--- src/rtl/dcd_pkg.sv ---
package dcd_pkg;

    // Channel tag carried with each measurement cycle: level of sync during it.
    typedef enum logic {
        DCD_CH_LOW  = 1'b0,
        DCD_CH_HIGH = 1'b1
    } dcd_chan_e;

    // Ratio window bounds expressed as multiples of 1/20 of full scale.
    localparam int unsigned DCD_WIN_LO_TWENTIETHS = 1;  // 5 %
    localparam int unsigned DCD_WIN_HI_TWENTIETHS = 7;  // 35 %

endpackage

--- src/rtl/dcd_cycle_timer.sv ---
module dcd_cycle_timer #(
    parameter int CNT_W = 12
) (
    input  logic             clk,
    input  logic             rst_n,
    input  logic             sync_i,
    input  logic             pwm_i,
    output logic             done_o,
    output logic [CNT_W-1:0] len_o,
    output logic [CNT_W-1:0] hi_o,
    output dcd_pkg::dcd_chan_e lvl_o,
    output logic             ovf_o
);
    localparam logic [CNT_W-1:0] CNT_MAX = '1;
    localparam logic [CNT_W-1:0] CNT_ONE = CNT_W'(1);

    typedef struct packed {
        logic             sync_prev;
        logic             armed;
        logic [CNT_W-1:0] len_cnt;
        logic [CNT_W-1:0] hi_cnt;
        logic             ovf;
        logic             done;
        logic [CNT_W-1:0] len_out;
        logic [CNT_W-1:0] hi_out;
        logic             lvl_out;
        logic             ovf_out;
    } timer_st_t;

    timer_st_t st_d, st_q;

    always_comb begin
        st_d           = st_q;
        st_d.done      = 1'b0;
        st_d.sync_prev = sync_i;
        if (sync_i != st_q.sync_prev) begin
            // Edge: close the running cycle, this clock opens the next one.
            st_d.done    = st_q.armed;
            st_d.len_out = st_q.len_cnt;
            st_d.hi_out  = st_q.hi_cnt;
            st_d.lvl_out = st_q.sync_prev;
            st_d.ovf_out = st_q.ovf;
            st_d.armed   = 1'b1;
            st_d.len_cnt = CNT_ONE;
            st_d.hi_cnt  = pwm_i ? CNT_ONE : '0;
            st_d.ovf     = 1'b0;
        end else begin
            if (st_q.len_cnt == CNT_MAX) begin
                st_d.ovf = 1'b1;
            end else begin
                st_d.len_cnt = st_q.len_cnt + CNT_ONE;
            end
            if (pwm_i) begin
                if (st_q.hi_cnt == CNT_MAX) begin
                    st_d.ovf = 1'b1;
                end else begin
                    st_d.hi_cnt = st_q.hi_cnt + CNT_ONE;
                end
            end
        end
    end

    always_ff @(posedge clk) begin
        if (!rst_n) begin
            st_q <= '0;
        end else begin
            st_q <= st_d;
        end
    end

    assign done_o = st_q.done;
    assign len_o  = st_q.len_out;
    assign hi_o   = st_q.hi_out;
    assign lvl_o  = dcd_pkg::dcd_chan_e'(st_q.lvl_out);
    assign ovf_o  = st_q.ovf_out;

endmodule

--- src/rtl/dcd_divider.sv ---
module dcd_divider #(
    parameter int NUM_W = 28,
    parameter int DEN_W = 12
) (
    input  logic             clk,
    input  logic             rst_n,
    input  logic             start_i,
    input  logic [NUM_W-1:0] num_i,
    input  logic [DEN_W-1:0] den_i,
    output logic             done_o,
    output logic [NUM_W-1:0] quo_o
);
    localparam int STEP_W = $clog2(NUM_W + 1);
    localparam logic [STEP_W-1:0] STEP_ONE  = STEP_W'(1);
    localparam logic [STEP_W-1:0] STEP_LOAD = STEP_W'(NUM_W);

    typedef struct packed {
        logic              busy;
        logic              done;
        logic [STEP_W-1:0] step;
        logic [DEN_W-1:0]  rem;
        logic [NUM_W-1:0]  dvd;
        logic [DEN_W-1:0]  den;
    } div_st_t;

    div_st_t          st_d, st_q;
    logic [DEN_W:0]   trial;
    logic             qbit;

    always_comb begin
        st_d      = st_q;
        st_d.done = 1'b0;
        trial     = {st_q.rem, st_q.dvd[NUM_W-1]};
        qbit      = 1'b0;
        if (start_i) begin
            st_d.busy = 1'b1;
            st_d.step = STEP_LOAD;
            st_d.rem  = '0;
            st_d.dvd  = num_i;
            st_d.den  = den_i;
        end else if (st_q.busy) begin
            // One restoring step: shift in the next dividend bit, subtract if it fits.
            if (trial >= {1'b0, st_q.den}) begin
                trial = trial - {1'b0, st_q.den};
                qbit  = 1'b1;
            end
            st_d.rem  = trial[DEN_W-1:0];
            st_d.dvd  = {st_q.dvd[NUM_W-2:0], qbit};
            st_d.step = st_q.step - STEP_ONE;
            if (st_q.step == STEP_ONE) begin
                st_d.busy = 1'b0;
                st_d.done = 1'b1;
            end
        end
    end

    always_ff @(posedge clk) begin
        if (!rst_n) begin
            st_q <= '0;
        end else begin
            st_q <= st_d;
        end
    end

    assign done_o = st_q.done;
    assign quo_o  = st_q.dvd;

endmodule

--- src/rtl/dcd_sample_map.sv ---
module dcd_sample_map #(
    parameter int CNT_W   = 12,
    parameter int FRAC_W  = 16,
    parameter int SMP_W   = 20,
    parameter int OFS_W   = 16,
    parameter int FULL_UV = 250000
) (
    input  logic [CNT_W+FRAC_W-1:0]  quo_i,
    input  logic signed [OFS_W-1:0]  ofs_i,
    output logic signed [SMP_W-1:0]  smp_o,
    output logic                     bad_o
);
    localparam int QW = CNT_W + FRAC_W;
    localparam logic signed [63:0] ONE_FX   = 64'sd1 <<< FRAC_W;
    localparam logic signed [63:0] ZERO_PT  = 64'sd2 * ONE_FX;   // 20 % times ten
    localparam logic signed [63:0] FULL_S   = 64'(FULL_UV);
    localparam logic signed [63:0] WIN_LO   = 64'(dcd_pkg::DCD_WIN_LO_TWENTIETHS) * ONE_FX;
    localparam logic signed [63:0] WIN_HI   = 64'(dcd_pkg::DCD_WIN_HI_TWENTIETHS) * ONE_FX;

    logic signed [63:0] q_s;
    logic signed [63:0] scaled;
    logic signed [63:0] vin;
    logic signed [SMP_W-1:0] vin_sat;
    logic signed [SMP_W-1:0] ofs_ext;

    always_comb begin
        q_s    = $signed({{(64-QW){1'b0}}, quo_i});
        bad_o  = ((q_s * 64'sd20) < WIN_LO) || ((q_s * 64'sd20) > WIN_HI);
        scaled = (ZERO_PT - 64'sd10 * q_s) * FULL_S;
        vin    = scaled >>> FRAC_W;
        if (vin > FULL_S) begin
            vin_sat = SMP_W'(FULL_UV);
        end else if (vin < -FULL_S) begin
            vin_sat = -SMP_W'(FULL_UV);
        end else begin
            vin_sat = vin[SMP_W-1:0];
        end
        ofs_ext = {{(SMP_W-OFS_W){ofs_i[OFS_W-1]}}, ofs_i};
        smp_o   = vin_sat - ofs_ext;
    end

endmodule

--- src/rtl/duty_current_decoder.sv ---
module duty_current_decoder #(
    parameter int CNT_W   = 12,
    parameter int FRAC_W  = 16,
    parameter int SMP_W   = 20,
    parameter int OFS_W   = 16,
    parameter int FULL_UV = 250000
) (
    input  logic                     clk,
    input  logic                     rst_n,
    input  logic                     sync_i,
    input  logic                     pwm_i,
    input  logic                     avg_en_i,
    input  logic signed [OFS_W-1:0]  ofs_ch1_i,
    input  logic signed [OFS_W-1:0]  ofs_ch2_i,
    output logic                     valid_o,
    output logic                     chan_o,
    output logic signed [SMP_W-1:0]  sample_o,
    output logic                     range_err_o
);
    localparam int QW = CNT_W + FRAC_W;

    typedef struct packed {
        logic                    have_prev;
        logic [CNT_W-1:0]        prev_len;
        logic                    prev_lvl;
        logic                    prev_ovf;
        logic                    pend_lvl;
        logic                    pend_err;
        logic                    hist_have;
        logic signed [SMP_W-1:0] hist_val;
        logic                    valid;
        logic                    chan;
        logic signed [SMP_W-1:0] sample;
        logic                    err;
    } top_st_t;

    top_st_t st_d, st_q;

    logic                    cyc_done;
    logic [CNT_W-1:0]        cyc_len;
    logic [CNT_W-1:0]        cyc_hi;
    dcd_pkg::dcd_chan_e      cyc_lvl;
    logic                    cyc_ovf;
    logic                    div_start;
    logic [QW-1:0]           div_num;
    logic                    div_done;
    logic [QW-1:0]           div_quo;
    logic signed [OFS_W-1:0] ofs_sel;
    logic signed [SMP_W-1:0] map_smp;
    logic                    map_bad;
    logic signed [SMP_W:0]   avg_sum;

    dcd_cycle_timer #(.CNT_W(CNT_W)) u_timer (
        .clk    (clk),
        .rst_n  (rst_n),
        .sync_i (sync_i),
        .pwm_i  (pwm_i),
        .done_o (cyc_done),
        .len_o  (cyc_len),
        .hi_o   (cyc_hi),
        .lvl_o  (cyc_lvl),
        .ovf_o  (cyc_ovf)
    );

    assign div_start = cyc_done && st_q.have_prev;
    assign div_num   = {cyc_hi, {FRAC_W{1'b0}}};

    dcd_divider #(.NUM_W(QW), .DEN_W(CNT_W)) u_div (
        .clk     (clk),
        .rst_n   (rst_n),
        .start_i (div_start),
        .num_i   (div_num),
        .den_i   (st_q.prev_len),
        .done_o  (div_done),
        .quo_o   (div_quo)
    );

    assign ofs_sel = (st_q.pend_lvl == dcd_pkg::DCD_CH_HIGH) ? ofs_ch1_i : ofs_ch2_i;

    dcd_sample_map #(
        .CNT_W   (CNT_W),
        .FRAC_W  (FRAC_W),
        .SMP_W   (SMP_W),
        .OFS_W   (OFS_W),
        .FULL_UV (FULL_UV)
    ) u_map (
        .quo_i (div_quo),
        .ofs_i (ofs_sel),
        .smp_o (map_smp),
        .bad_o (map_bad)
    );

    assign avg_sum = {map_smp[SMP_W-1], map_smp} + {st_q.hist_val[SMP_W-1], st_q.hist_val};

    always_comb begin
        st_d       = st_q;
        st_d.valid = 1'b0;
        if (cyc_done) begin
            // Pair the release time of this cycle with the length of the one before.
            if (st_q.have_prev) begin
                st_d.pend_lvl = st_q.prev_lvl;
                st_d.pend_err = cyc_ovf || st_q.prev_ovf;
            end
            st_d.have_prev = 1'b1;
            st_d.prev_len  = cyc_len;
            st_d.prev_lvl  = cyc_lvl;
            st_d.prev_ovf  = cyc_ovf;
        end
        if (div_done) begin
            if (map_bad || st_q.pend_err) begin
                st_d.err       = 1'b1;
                st_d.hist_have = 1'b0;
            end else begin
                st_d.hist_have = 1'b1;
                st_d.hist_val  = map_smp;
                st_d.chan      = st_q.pend_lvl;
                if (!avg_en_i) begin
                    st_d.valid  = 1'b1;
                    st_d.sample = map_smp;
                end else if (st_q.hist_have) begin
                    st_d.valid  = 1'b1;
                    st_d.sample = avg_sum[SMP_W:1];
                end
            end
        end
    end

    always_ff @(posedge clk) begin
        if (!rst_n) begin
            st_q <= '0;
        end else begin
            st_q <= st_d;
        end
    end

    assign valid_o     = st_q.valid;
    assign chan_o      = st_q.chan;
    assign sample_o    = st_q.sample;
    assign range_err_o = st_q.err;

endmodule

--- config.mk ---
export PLATFORM = sky130hd
export DESIGN_NAME = duty_current_decoder
export DESIGN_NICKNAME = d
export VERILOG_FILES = /design/src/rtl/dcd_pkg.sv /design/src/rtl/dcd_cycle_timer.sv /design/src/rtl/dcd_divider.sv /design/src/rtl/dcd_sample_map.sv /design/src/rtl/duty_current_decoder.sv
export SDC_FILE = /design/constraint.sdc
export NUM_CORES = 1
export LEC_CHECK = 0
export ABC_AREA = 1
export BUFFER_PORTS_ARGS = -buffer_cell sky130_fd_sc_hd__buf_2
export CAP_MARGIN = 20
export CELL_PAD_IN_SITES_DETAIL_PLACEMENT = 1
export CELL_PAD_IN_SITES_GLOBAL_PLACEMENT = 2
export CORE_ASPECT_RATIO = 2
export CORE_MARGIN = 10
export CORE_UTILIZATION = 35
export CTS_BUF_LIST = sky130_fd_sc_hd__clkbuf_2 sky130_fd_sc_hd__clkbuf_4 sky130_fd_sc_hd__clkbuf_8
export DETAILED_ROUTE_END_ITERATION = 6
export PLACE_DENSITY_LB_ADDON = 0.12
export SLEW_MARGIN = 25
export SYNTH_ARGS = -nofsm -noshare
export SYNTH_HDL_FRONTEND = slang
export SYNTH_HIERARCHICAL = 1
export SYNTH_SLANG_ARGS = --single-unit
--- constraint.sdc ---
create_clock -name clk -period 11.6 [get_ports clk]
set_input_delay 0.58 -clock clk [delete_from_list [all_inputs] [get_ports clk]]
set_output_delay 0.58 -clock clk [all_outputs]
set_load 0.01 [all_outputs]
-- Word level (Yosys, flattened, before mapping)
Cells that the tools add are included.
Widths: inputs -> output; s select.
- add/sub/neg operators: 7
- $mul: 3
- $lt $le $gt $ge: 5
- equal/unequal tests: 7
- muxes and demuxes: 21
- bitwise gates (word level): 4
- reductions and logical operators: 16
- operators with widths (operator ; count):
    $mux 20 ; 4
    $gt 64x20->1 const B ; 1
    $mul 64x15->60 const B ; 1
    $sub 19x64->64 const A ; 1
    $gt 48x19->1 const B ; 1
    $lt 48x19->1 const B ; 1
    $mux 47 ; 1
    $mux 45 ; 1
    $lt 33x17->1 const B ; 1
    $mul 28x3->31 const B ; 1
    $mul 3x28->31 const A ; 1
    $add 12x1->12 const B ; 2
    $eq 12x12->1 const B ; 2
    $mux 12 ; 2
    $add 20x20->21 ; 1
    $sub 20x16->20 ; 1
    $mux 16 ; 1
    $mux 14 ; 1
    $ge 13x12->1 ; 1
    $mux 13 ; 1
    $sub 12x12->12 ; 1
    $reduce_and 2->1 ; 5
    $mux 1 ; 9
    $ne 2x1->1 const B ; 3
    11 further kinds ; 19
- register bits after elaboration: 174
- output and inout bits: 23
- logic and storage cells: 94

-- Depth between registers and ports, before layout
Gate-level depths: netlist of run 1.
- depth in word-level cells: 10
- mapped depth: 78
- depth with buffers taken out: 77

-- Cells and area by module
The synthesis of run 1 kept the hierarchy.
- by module, submodules not included (module ; times used ; cells an instance ; area each (sq um) ; sequential area each (sq um)):
    dcd_sample_map ; 1 ; 2542 ; 17713.2 ; 0.0
    duty_current_decoder ; 1 ; 596 ; 4040.1 ; 1221.2
    dcd_divider ; 1 ; 552 ; 3633.5 ; 1181.1
    dcd_cycle_timer ; 1 ; 328 ; 2449.8 ; 1081.0

-- Least setup slack after synthesis of run 1
OpenSTA, ideal clock, no wires.
- path type: reg2reg
- start: register u_div.st_q (netlist bit u_div/quo_o[1])
- end: register st_q (netlist bit sample_o[17])
- arrival: 10882 ps
- slack: 583 ps
- stages on the path, launching flop included: 63
- buffers on the path: 3
- clock period less this slack: 11017 ps
- cells stage by stage: dfxtp_1 > buf_4 > ha_1 > ha_1 > fa_1 > nor2_1 > nand3_1 > nor2_1 > nand3_2 > nor2_4 > nand3_1 > nor2_2 > nand2_2 > nand2_4 > buf_1 > nand3_1 > ha_1 > inv_1 > [... 27 more ...] > nand2_1 > nand2_1 > a21o_1 > a21oi_1 > o21ai_0 > nand3_1 > nand2_1 > xor2_1 > ha_1 > nand2_1 > nand2_1 > o21bai_1 > a21oi_1 > nand2_1 > nand2_1 > nand3_1 > nand2_1 > a21oi_2
- longest elaborated chain between the ends: 10
- elaborated cells between the ends (all ways): 18
- classes of those cells: add/sub (3); mul (3); order compare (4); mux (4); bitwise (1); reduce/logical (3)
- RTL lines (item ; RTL line ; RTL):
    start: declaration ; dcd_divider.sv:26 ; div_st_t st_d, st_q;
    start signal: assignment ; dcd_divider.sv:61 ; st_q <= st_d;
    $mul 3x28->31 * ; dcd_sample_map.sv:29 ; scaled = (ZERO_PT - 64'sd10 * q_s) * FULL_S;
    $sub 19x64->64 * ; dcd_sample_map.sv:29 ;
    $mul 64x15->60 * ; dcd_sample_map.sv:29 ;
    $lt 48x19->1 ; dcd_sample_map.sv:33 ; end else if (vin < -FULL_S) begin
    $mux 20 ; dcd_sample_map.sv:33 ;
    $mux 20 * ; dcd_sample_map.sv:31 ; if (vin > FULL_S) begin
    $sub 20x16->20 * ; dcd_sample_map.sv:39 ; smp_o = vin_sat - ofs_ext;
    via map_smp[17] ; duty_current_decoder.sv:49 ; logic signed [SMP_W-1:0] map_smp;
    $add 20x20->21 ; duty_current_decoder.sv:93 ; assign avg_sum = {map_smp[SMP_W-1], map_smp} + {st_q.hist_val[SMP_W-1], st_q.hist_val};
    $mux 20 ; duty_current_decoder.sv:120 ; end else if (st_q.hist_have) begin
    $mux 20 * ; duty_current_decoder.sv:117 ; if (!avg_en_i) begin
    end signal: assignment ; duty_current_decoder.sv:132 ; st_q <= st_d;
    end: declaration ; duty_current_decoder.sv:37 ; top_st_t st_d, st_q;
Mark *: on every way through the listed nets, which the timed path passes. The rest lies on a longest branch. The select of a mux whose other input is x is not followed.
A chain may end at the register's enable or synchronous reset.

-- Worst setup path in the final report of run 1
- start: register u_div.st_q (netlist bit u_div/quo_o[1])
- end: register st_q (netlist bit sample_o[19])
- longest elaborated chain between the ends: 10
- elaborated cells between the ends (all ways): 18
- classes of those cells: add/sub (3); mul (3); order compare (4); mux (4); bitwise (1); reduce/logical (3)
- RTL lines (item ; RTL line):
    $mul 3x28->31 * ; dcd_sample_map.sv:29
    $sub 19x64->64 * ; dcd_sample_map.sv:29
    $mul 64x15->60 * ; dcd_sample_map.sv:29
    $lt 48x19->1 ; dcd_sample_map.sv:33
    $mux 20 ; dcd_sample_map.sv:33
    $mux 20 * ; dcd_sample_map.sv:31
    $sub 20x16->20 * ; dcd_sample_map.sv:39
    via map_smp[17] ; duty_current_decoder.sv:49
    $add 20x20->21 * ; duty_current_decoder.sv:93
    $mux 20 * ; duty_current_decoder.sv:120
    $mux 20 * ; duty_current_decoder.sv:117
Marks and branches as above.

==> flow_summary.toml, run 1 <==
[run_status]
status = "finished, final reports clean"

[timing]
tightestPinTransition_ns = 0.940
setup_slack_ns = 0.235
whs_ns = 0.273
skew_ns = 0.0458
tns_ns = 0
timing_hold_violations_final = 0
period_share_pct = 98.0
slew_viol_final = 0
post-route-min-period_ns = 11.36
setup_viol = 0
rsz0062_at_grt = "yes"
slew_headroom_pct = 37.3
fmax_ghz = 0.0880

[cells_and_area]
fin_nets = 5258
final_area_um2 = 36900
drive_gt1_share_pct = 29.9
syn_to_final_growth_pct = 32.6

[clock_tree]
cts.sinks = 174
cts_made_buffers = 25
clockBufferDepth = 3
cts_tree = "done"
htree_num_levels = 4
cts_root_buf = "clkbuf_8"
path_clk_slew_ns = 0.08
worstSkewPairLatency_ns = 0.58
cts_hold_buf = 0

[yosys]
netlist_area_um2 = 27800
yosysUniqueCellTypes = 63
ys_warn_count = 6
synth_common_cells = "nand2_1, inv_1, ha_1, nor2_1, fa_1"
ys_top_cells_by_area = "ha_1, fa_1, nand2_1"
synth-edff-count = 0
synth_top_area_share_pct = 16.6
yosys.cell_count.top_type = "nand2_1"
synthFlopType = "dfxtp_1"
async_reset_ff_share_pct = 0
syn_inst = 4018
yosysTopAreaCell = "ha_1"
avgSynthCellArea_um2 = 6.93
ys_ff_latch = 174
synth-seq-area-share_pct = 12.5

[floorplanning]
std_cell_rows = 146
dieArea_um2 = 91900
fp.dieW_um = 219
fp.dieH_um = 419
pin_count = 60
core_area_um2 = 79100
initial_utilization_pct = 35.2

[pwr]
power.leakage_nw = 20.0
ir_drop_mv = 0.0872
cellPowerDensity_nw_per_um2 = 126

[detailed_routing]
drtAntennaViolNets = 0
drc = 0
wirelength_mm = 108
drt-pass1-iter-count = 4
routed_via_density = 4.94
vias = 28000
drtIter0Drc = 681
wl_per_cell_um = 19.1

[setup_path]
worstSetupPathType = "register to register"
critPathLaunchType = "register"
critPathRequiredTime_ns = 12.00
critPathMaxStageDelay_ns = 0.57
end_kind = "register"
crit_buf_inv = 12
cp.arrival_ns = 11.76
critPathMostFrequentCell = "nand2_1"
worst-path-max-fanout = 5
critPathTopFamily = "adder cells"
slowest_stage = "fa_1"

[placement]
globalplace.congestion = 0.959
placed_area_um2 = 32900
hpwlAfterDp_mm = 91.3
portBuffers = 59
pre_cts_ws_ns = -0.613

[min_path]
hp-class = "input port to register"

[global_routing]
antenna_found_initial = 1
grtUsageMet1_pct = 19.2
grt_use_met2_pct = 49.2
grt_overflow_total = 0
grt_pass1_wl_mm = 164
grt_use_met3_pct = 1.07
grt_max_degree = 65
grt_pass1_vias = 31000
busiest_layer = "met2"
grt_usage_pct = 22.9

[job]
drv_cap = 0
==> stage by stage <==
stage               utilization, %  std cells  total power [mW]
floorplan                        -       4033              2.16
global placement              41.6       5556              3.64
detailed placement            41.6       5556              3.66
CTS                           42.8       5600              4.22
global route                  46.7       5663              5.04
finish                        46.7       5663              4.66
==> worst min-delay path: stages <==
cell and delay, ns:
buf_2 0.12, nand2_1 0.05, inv_1 0.04
==> cells in the final DEF, fill, tap and decap left out, types with 23 or more instances in the layout <==
cell type and count:
a21oi_1 144, a21oi_2 49, buf_2 58, buf_4 617, clkbuf_8 26, dfxtp_1 150, fa_1 218, ha_1 261
ha_4 94, inv_1 738, inv_2 35, nand2_1 905, nand2_2 139, nand2_4 23, nand3_1 191, nand3_2 43
nand4_1 66, nor2_1 241, nor2_2 58, nor2_4 53, o21ai_0 111, xnor2_1 32, xor2_1 49
==> flip-flops by register name, indices dropped and copies added, names as in the netlist <==
| signal | flops |
|---|---|
| u_timer/lvl_o | 1 |
| u_div/done_o | 1 |
| st_q | 38 |
| valid_o | 1 |
| u_timer/hi_o | 12 |
| range_err_o | 1 |
| u_timer/done_o | 1 |
| u_div/quo_o | 28 |
| chan_o | 1 |
| u_timer/st_q | 27 |
| sample_o | 20 |
| u_div/st_q | 30 |
| u_timer/len_o | 12 |
| u_timer/ovf_o | 1 |
==> routing by layer <==
metal / vias to the layer above / part of all wire [%]
met2: 382 / 60
met3: 264 / 1.3
met4: 0 / 7.3
met5: - / 0
met1: 13700 / 31
li1: 13700 / -
==> path summary, 6_finish.rpt <==
kind                     from               end  slack (ns)  depth (start not counted)
max reg2reg    u_div/quo_o[1]      sample_o[19]        0.24                         69
max            u_div/quo_o[1]      sample_o[19]        0.24                         69
min reg2reg  u_timer/st_q[52]    u_timer/done_o        0.44                          2
min                    sync_i  u_timer/st_q[53]        0.27                          3
==> logic make-up after synthesis <==
| kind of cell | after synthesis | synth area share [%] |
|---|---|---|
| adder cells (fa/ha/maj) | 600 | 33.2 |
| other | 1 | 0.0135 |
| flip-flops | 174 | 12.5 |
| AND/OR/NAND/NOR | 1807 | 28.6 |
| multiplexers | 16 | 0.647 |
| buffers and inverters | 906 | 13.6 |
| XOR/XNOR | 107 | 3.39 |
| AO/OA/AOI/OAI | 407 | 8.10 |
==> where the power goes <==
part	total (mW)	switching, mW	internal [mW]
logic	3.58	1.95	1.63
registers	0.608	0.00575	0.602
clock network	0.478	0.242	0.236
==> cell type report <==
class	count	area, um^2
Clock inverter	3	46.3
Sequential cell	174	3530
Tap cell	1036	1300
Multi-Input combinational cell	2954	23600
Antenna cell	1	2.50
Timing Repair Buffer	692	5170
Inverter	774	2910
Clock buffer	29	380
Fill cell	10000	42200
==> what timing repair did <==
action / CTS / global route
gates cloned: 0 / 1
gates resized for setup: 99 / 531
buffers inserted: 12 / 62
setup endpoints to repair: 16 / 19
pin swaps: 15 / 230
Note: power is estimated with default switching activity, not from simulation.
==> run 2, diff against run 1 <==
--- a/config.mk
+++ b/config.mk
@@ -16,6 +16,7 @@
 export CTS_BUF_LIST = sky130_fd_sc_hd__clkbuf_2 sky130_fd_sc_hd__clkbuf_4 sky130_fd_sc_hd__clkbuf_8
 export DETAILED_ROUTE_END_ITERATION = 6
 export PLACE_DENSITY_LB_ADDON = 0.12
+export RECOVER_POWER = 100
 export SLEW_MARGIN = 25
 export SYNTH_ARGS = -nofsm -noshare
 export SYNTH_HDL_FRONTEND = slang
==> run 2 against run 1 <==
Compared with the run above:
- the flow now finishes with violations (max-capacitance violations, max-slew violations)
- clock skew is 0.0022 ns higher
- setup slack got worse by 0.0056 ns
- sequential power is essentially flat
- sequential cell count unchanged
- clock-buffer cell count unchanged
- power is essentially flat
- maximum frequency about the same
- via count shrank 0.19%
- cell area down 0.31%
- wire length is essentially flat
- critical endpoint unchanged
- highest routed layer unchanged
==> flow_summary.toml, run 2 (synthesis results as in run 1) <==
[floorplanning]
std_cell_rows = 146
initial_utilization_pct = 35.2
dieArea_um2 = 91900
core_area_um2 = 79100
fp.dieW_um = 219
fp.dieH_um = 419
pin_count = 60

[global_routing]
grt_pass1_vias = 31000
grt_max_degree = 65
grt_pass1_wl_mm = 164
grt_overflow_total = 0
grt_usage_pct = 22.9
antenna_found_initial = 2

[clock_tree]
path_clk_slew_ns = 0.09
cts.sinks = 174
worstSkewPairLatency_ns = 0.58
clockBufferDepth = 3
cts_tree = "done"
cts_root_buf = "clkbuf_8"
htree_num_levels = 4
cts_hold_buf = 0
cts_made_buffers = 25

[setup_path]
reg2reg_depth = 67
critPathMaxStageDelay_ns = 0.57
cp.arrival_ns = 11.77
end_kind = "register"
worstSetupPathType = "register to register"
worst-path-max-fanout = 6
critPathLaunchType = "register"
slowest_stage = "fa_1"
critPathRequiredTime_ns = 12.00

[cells_and_area]
largest-register = "st_q"
n_fill_cell = 10000
seqCellArea_um2 = 3530
drive_gt1_share_pct = 29.1
layout_commonest_cell = "nand2_1"
multi_input_area_um2 = 23500
largest_register_ff_count = 38
syn_to_final_growth_pct = 32.2
fin_nets = 5258
final_cell_mix = "nand2_1, inv_1, buf_4"
fin_util_pct = 46.5

[detailed_routing]
top_layer = "met4"
drt-met1-wl_mm = 33.9
routed_via_density = 4.93
drtAntennaViolNets = 0
dr_wl_met3_mm = 1.37
drc = 0
drt-pass1-iter-count = 4
vias = 27900
wl_met2_mm = 65.1
wl_per_cell_um = 19.1
wirelength_mm = 108
drtIter0Drc = 729

[pwr]
p_total_mw = 4.66
power.leakage_nw = 19.9
ir_drop_mv = 0.0879
cellPowerDensity_nw_per_um2 = 127

[timing]
timing_hold_violations_final = 0
skew_ns = 0.0480
slew_viol_final = 91
setup_viol = 0
fmax_ghz = 0.0879
slew_headroom_pct = -60.7
rsz0062_at_grt = "yes"
whs_ns = 0.271
tightestPinTransition_ns = 2.40
period_share_pct = 98.0
post-route-min-period_ns = 11.37

[min_path]
hp-class = "input port to register"
hold_depth = 3

[run_status]
status = "complete, but fails checks"
failed_checks = "max-capacitance violations, max-slew violations"

[placement]
hpwlAfterDp_mm = 91.3
portBuffers = 59
globalplace.congestion = 0.959

[job]
drv_cap = 3
## run 2: cell count changes in the layout (fill, tap and decap cells not counted), sizes merged
cell    delta
buf       -25
clkbuf    +25
## run 2: final timing paths
kind	startpoint	end	slack [ns]
hold reg to reg	u_timer/st_q[52]	u_timer/done_o	0.44
hold / removal	sync_i	u_timer/st_q[53]	0.27
setup reg to reg	u_div/quo_o[1]	sample_o[19]	0.23
setup / recovery	u_div/quo_o[1]	sample_o[19]	0.23
## run 2: per-layer routing
metal,track usage (%),vias to the layer above
met5,0,-
met4,14.6,0
met3,1.07,262
met2,49.2,359
met1,19.2,13600
li1,-,13700
## run 2: where the power goes
part	leakage (nW)	internal (mW)	total (mW)	switching [mW]
clock	0.219	0.236	0.479	0.243
sequential	1.42	0.602	0.608	0.00575
combinational	18.3	1.63	3.57	1.95
## run 2: critical path, delay by kind of cell (launching register included)
| kind | cells | cell delay, ns |
|---|---|---|
| AO/OA/AOI/OAI | 11 | 1.65 |
| XOR/XNOR | 3 | 0.55 |
| adder cells (fa/ha/maj) | 12 | 4.20 |
| buffers and inverters | 13 | 1.35 |
| AND/OR/NAND/NOR | 28 | 3.08 |
| flip-flops | 1 | 0.35 |
## run 2: final cells by class
cell class / count / share of cell area (%)
well taps: 1036 / 3.52
multi-input cells: 2954 / 63.9
inverters: 774 / 7.89
clock inverters: 3 / 0.126
diodes: 1 / 0.00680
clock buffers: 29 / 1.03
repair buffers: 692 / 14.0
flip-flops and latches: 174 / 9.59
## run 2: repair_timing
item                       CTS  global route
gates resized for setup     99           531
setup buffers               12            62
pin swaps                   15           230
setup endpoints to repair   16            19
gates cloned                 0             1
## run 2: metrics by stage
step / setup WS, ns / instance area [um^2] / instances / setup TNS (ns)
finish: 0.229 / 36800 / 5663 / 0
global route: -0.386 / 36800 / 5663 / -3.40
CTS: -0.00157 / 33800 / 5600 / -0.00157
detailed placement: -0.613 / 32900 / 5556 / -6.13
global placement: -0.478 / 32900 / 5556 / -4.03
floorplan: 0.583 / 27900 / 4033 / 0
==> run 3, diff against run 2 <==
--- a/config.mk
+++ b/config.mk
@@ -8,12 +8,10 @@
 export ABC_AREA = 1
 export BUFFER_PORTS_ARGS = -buffer_cell sky130_fd_sc_hd__buf_2
 export CAP_MARGIN = 20
-export CELL_PAD_IN_SITES_DETAIL_PLACEMENT = 1
-export CELL_PAD_IN_SITES_GLOBAL_PLACEMENT = 2
 export CORE_ASPECT_RATIO = 2
 export CORE_MARGIN = 10
-export CORE_UTILIZATION = 35
-export CTS_BUF_LIST = sky130_fd_sc_hd__clkbuf_2 sky130_fd_sc_hd__clkbuf_4 sky130_fd_sc_hd__clkbuf_8
+export CORE_UTILIZATION = 50
+export CTS_BUF_LIST = sky130_fd_sc_hd__clkbuf_8
 export DETAILED_ROUTE_END_ITERATION = 6
 export PLACE_DENSITY_LB_ADDON = 0.12
 export RECOVER_POWER = 100
==> run 3 against run 2 <==
Compared with the run above:
- the flow still finishes with violations (max-capacitance violations, max-slew violations)
- register-to-register slack improved by 0.11 ns
- critical path depth increased by 4
- sequential power about the same
- setup slack improved by 0.11 ns
- sequential cell count unchanged
- combinational power decreased by 13%
- die area decreased by 28%
- cell count decreased by 7.8%
- core utilization increased by 16 points
- global-route usage increased by 2.4 points
- clock skew decreased by 0.016 ns
- cell area decreased by 6.7%
- largest cell class unchanged
==> flow_summary.toml, run 3 (synthesis results as in run 1) <==
[run_status]
status = "complete, but fails checks"
failed_checks = "max-capacitance violations, max-slew violations"

[placement]
placed_area_um2 = 31600
portBuffers = 59
pre_cts_ws_ns = -0.771
globalplace.congestion = 1.03
hpwlAfterDp_mm = 73.0

[pwr]
cellPowerDensity_nw_per_um2 = 122
ir_drop_mv = 0.117
p_total_mw = 4.20
power.leakage_nw = 19.1

[floorplanning]
std_cell_rows = 122
fp.dieW_um = 187
pin_count = 60
dieArea_um2 = 66100
initial_utilization_pct = 50.4
fp.dieH_um = 354
core_area_um2 = 55300

[detailed_routing]
wl_per_cell_um = 16.5
drtAntennaViolNets = 0
drtIter0Drc = 999
wirelength_mm = 86.0
vias = 26700
drt-pass1-iter-count = 6
drc = 0
routed_via_density = 5.12

[timing]
skew_ns = 0.0318
post-route-min-period_ns = 11.26
setup_viol = 0
rsz0062_at_grt = "yes"
tightestPinTransition_ns = 2.39
setup_slack_ns = 0.343
slew_viol_final = 100
tns_ns = 0
fmax_ghz = 0.0888
slew_headroom_pct = -59.9
timing_hold_violations_final = 0
period_share_pct = 97.0

[setup_path]
rr_endpoint = "sample_o[16]"
crit_buf_inv = 13
cp.arrival_ns = 11.67
reg2reg_depth = 71
slowest_stage = "fa_2"
critPathTopFamily = "adder cells"
end_kind = "register"
worst-path-max-fanout = 5
worstReg2RegStart = "u_div/quo_o[1]"
reg2reg_slack_ns = 0.34
worstSetupPathType = "register to register"
critPathRequiredTime_ns = 12.01
critPathLaunchType = "register"
critPathMaxStageDelay_ns = 0.57

[global_routing]
grt_use_met3_pct = 2.73
grt_max_degree = 67
grt_overflow_total = 0
grt_usage_pct = 25.4
grt_pass1_wl_mm = 134
grt_pass1_vias = 27600
busiest_layer = "met2"
grtUsageMet1_pct = 21.0
antenna_found_initial = 1
grt_use_met2_pct = 51.8

[clock_tree]
cts_hold_buf = 0
cts_root_buf = "clkbuf_8"
worstSkewPairLatency_ns = 0.55
path_clk_slew_ns = 0.12
cts_made_buffers = 17
clockBufferDepth = 2
cts.sinks = 174
htree_num_levels = 4
cts_tree = "done"

[min_path]
hold_depth = 3
hp-class = "input port to register"
min-delay-start = "sync_i"
whs_endpoint = "u_timer/st_q[53]"

[cells_and_area]
seqCellArea_um2 = 3500
fin_nets = 5100
largest_register_ff_count = 38
layout_commonest_cell = "nand2_1"
drive_gt1_share_pct = 23.2
final_area_um2 = 34300
final_cell_mix = "nand2_1, inv_1, buf_4"
n_fill_cell = 5340
syn_to_final_growth_pct = 23.3
largest-register = "st_q"
multi_input_area_um2 = 22500

[job]
drv_cap = 3
-- run 3: changes by cell type in the layout (fill, tap and decap cells not counted), sizes merged --
cell / before / now
clkinvlp: 1 / 0
inv: 773 / 782
clkinv: 2 / 7
clkbuf: 54 / 43
bufinv: 1 / 0
buf: 667 / 517
nand2: 1069 / 1068
-- run 3: worst max-delay path by stage --
stage / from / to / slack [ns] / cells past startpoint
5_1_grt: u_div/quo_o[2] / sample_o[16] / -0.26 / 66
3_5_place_dp: u_div/quo_o[3] / sample_o[19] / -0.77 / 66
2_1_floorplan: u_div/quo_o[1] / sample_o[17] / 0.58 / 62
6_report: u_div/quo_o[1] / sample_o[16] / 0.34 / 71
4_1_cts: u_div/quo_o[1] / sample_o[14] / 0.001 / 70
3_3_place_gp: u_div/quo_o[1] / sample_o[18] / -0.58 / 64
-- run 3: metal layers --
layer	up-vias	part of all wire [%]
met3	312	2.7
met5	-	0
met1	12400	32
met4	0	8.7
met2	600	56
li1	13400	-
-- run 3: tightest hold or removal path: stages --
cell and delay [ns]:
buf_2 0.10, nand2_1 0.05, inv_1 0.04
-- run 3: cell type report --
type | instances | area share (%)
Multi-Input combinational cell | 2953 | 65.6
Inverter | 774 | 8.48
Timing Repair Buffer | 543 | 11.7
Clock buffer | 17 | 0.682
Clock inverter | 15 | 0.638
Antenna cell | 1 | 0.00729
Tap cell | 744 | 2.71
Sequential cell | 174 | 10.2
-- run 3: repair_timing --
item,4_1_cts,5_1_grt
endpoints found under the setup margin,16,20
buffers inserted,4,34
resized for setup,32,378
pin swaps,6,120
cloned,0,1
-- run 3: power by group --
group	internal [mW]	total, mW	switching, mW	leakage, nW
combinational	1.37	3.11	1.74	17.4
clock	0.176	0.477	0.302	0.223
sequential	0.604	0.609	0.00493	1.41
total	2.15	4.20	2.05	19.1
-- run 3: per-stage QoR --
step                instances  hold slack (ns)  utilization [%]
CTS                      5187            0.212             58.3
global route             5221            0.265             62.1
finish                   5221            0.244             62.1
global placement         5151            0.422             57.2
detailed placement       5151            0.431             57.2
floorplan                4033            0.410                -
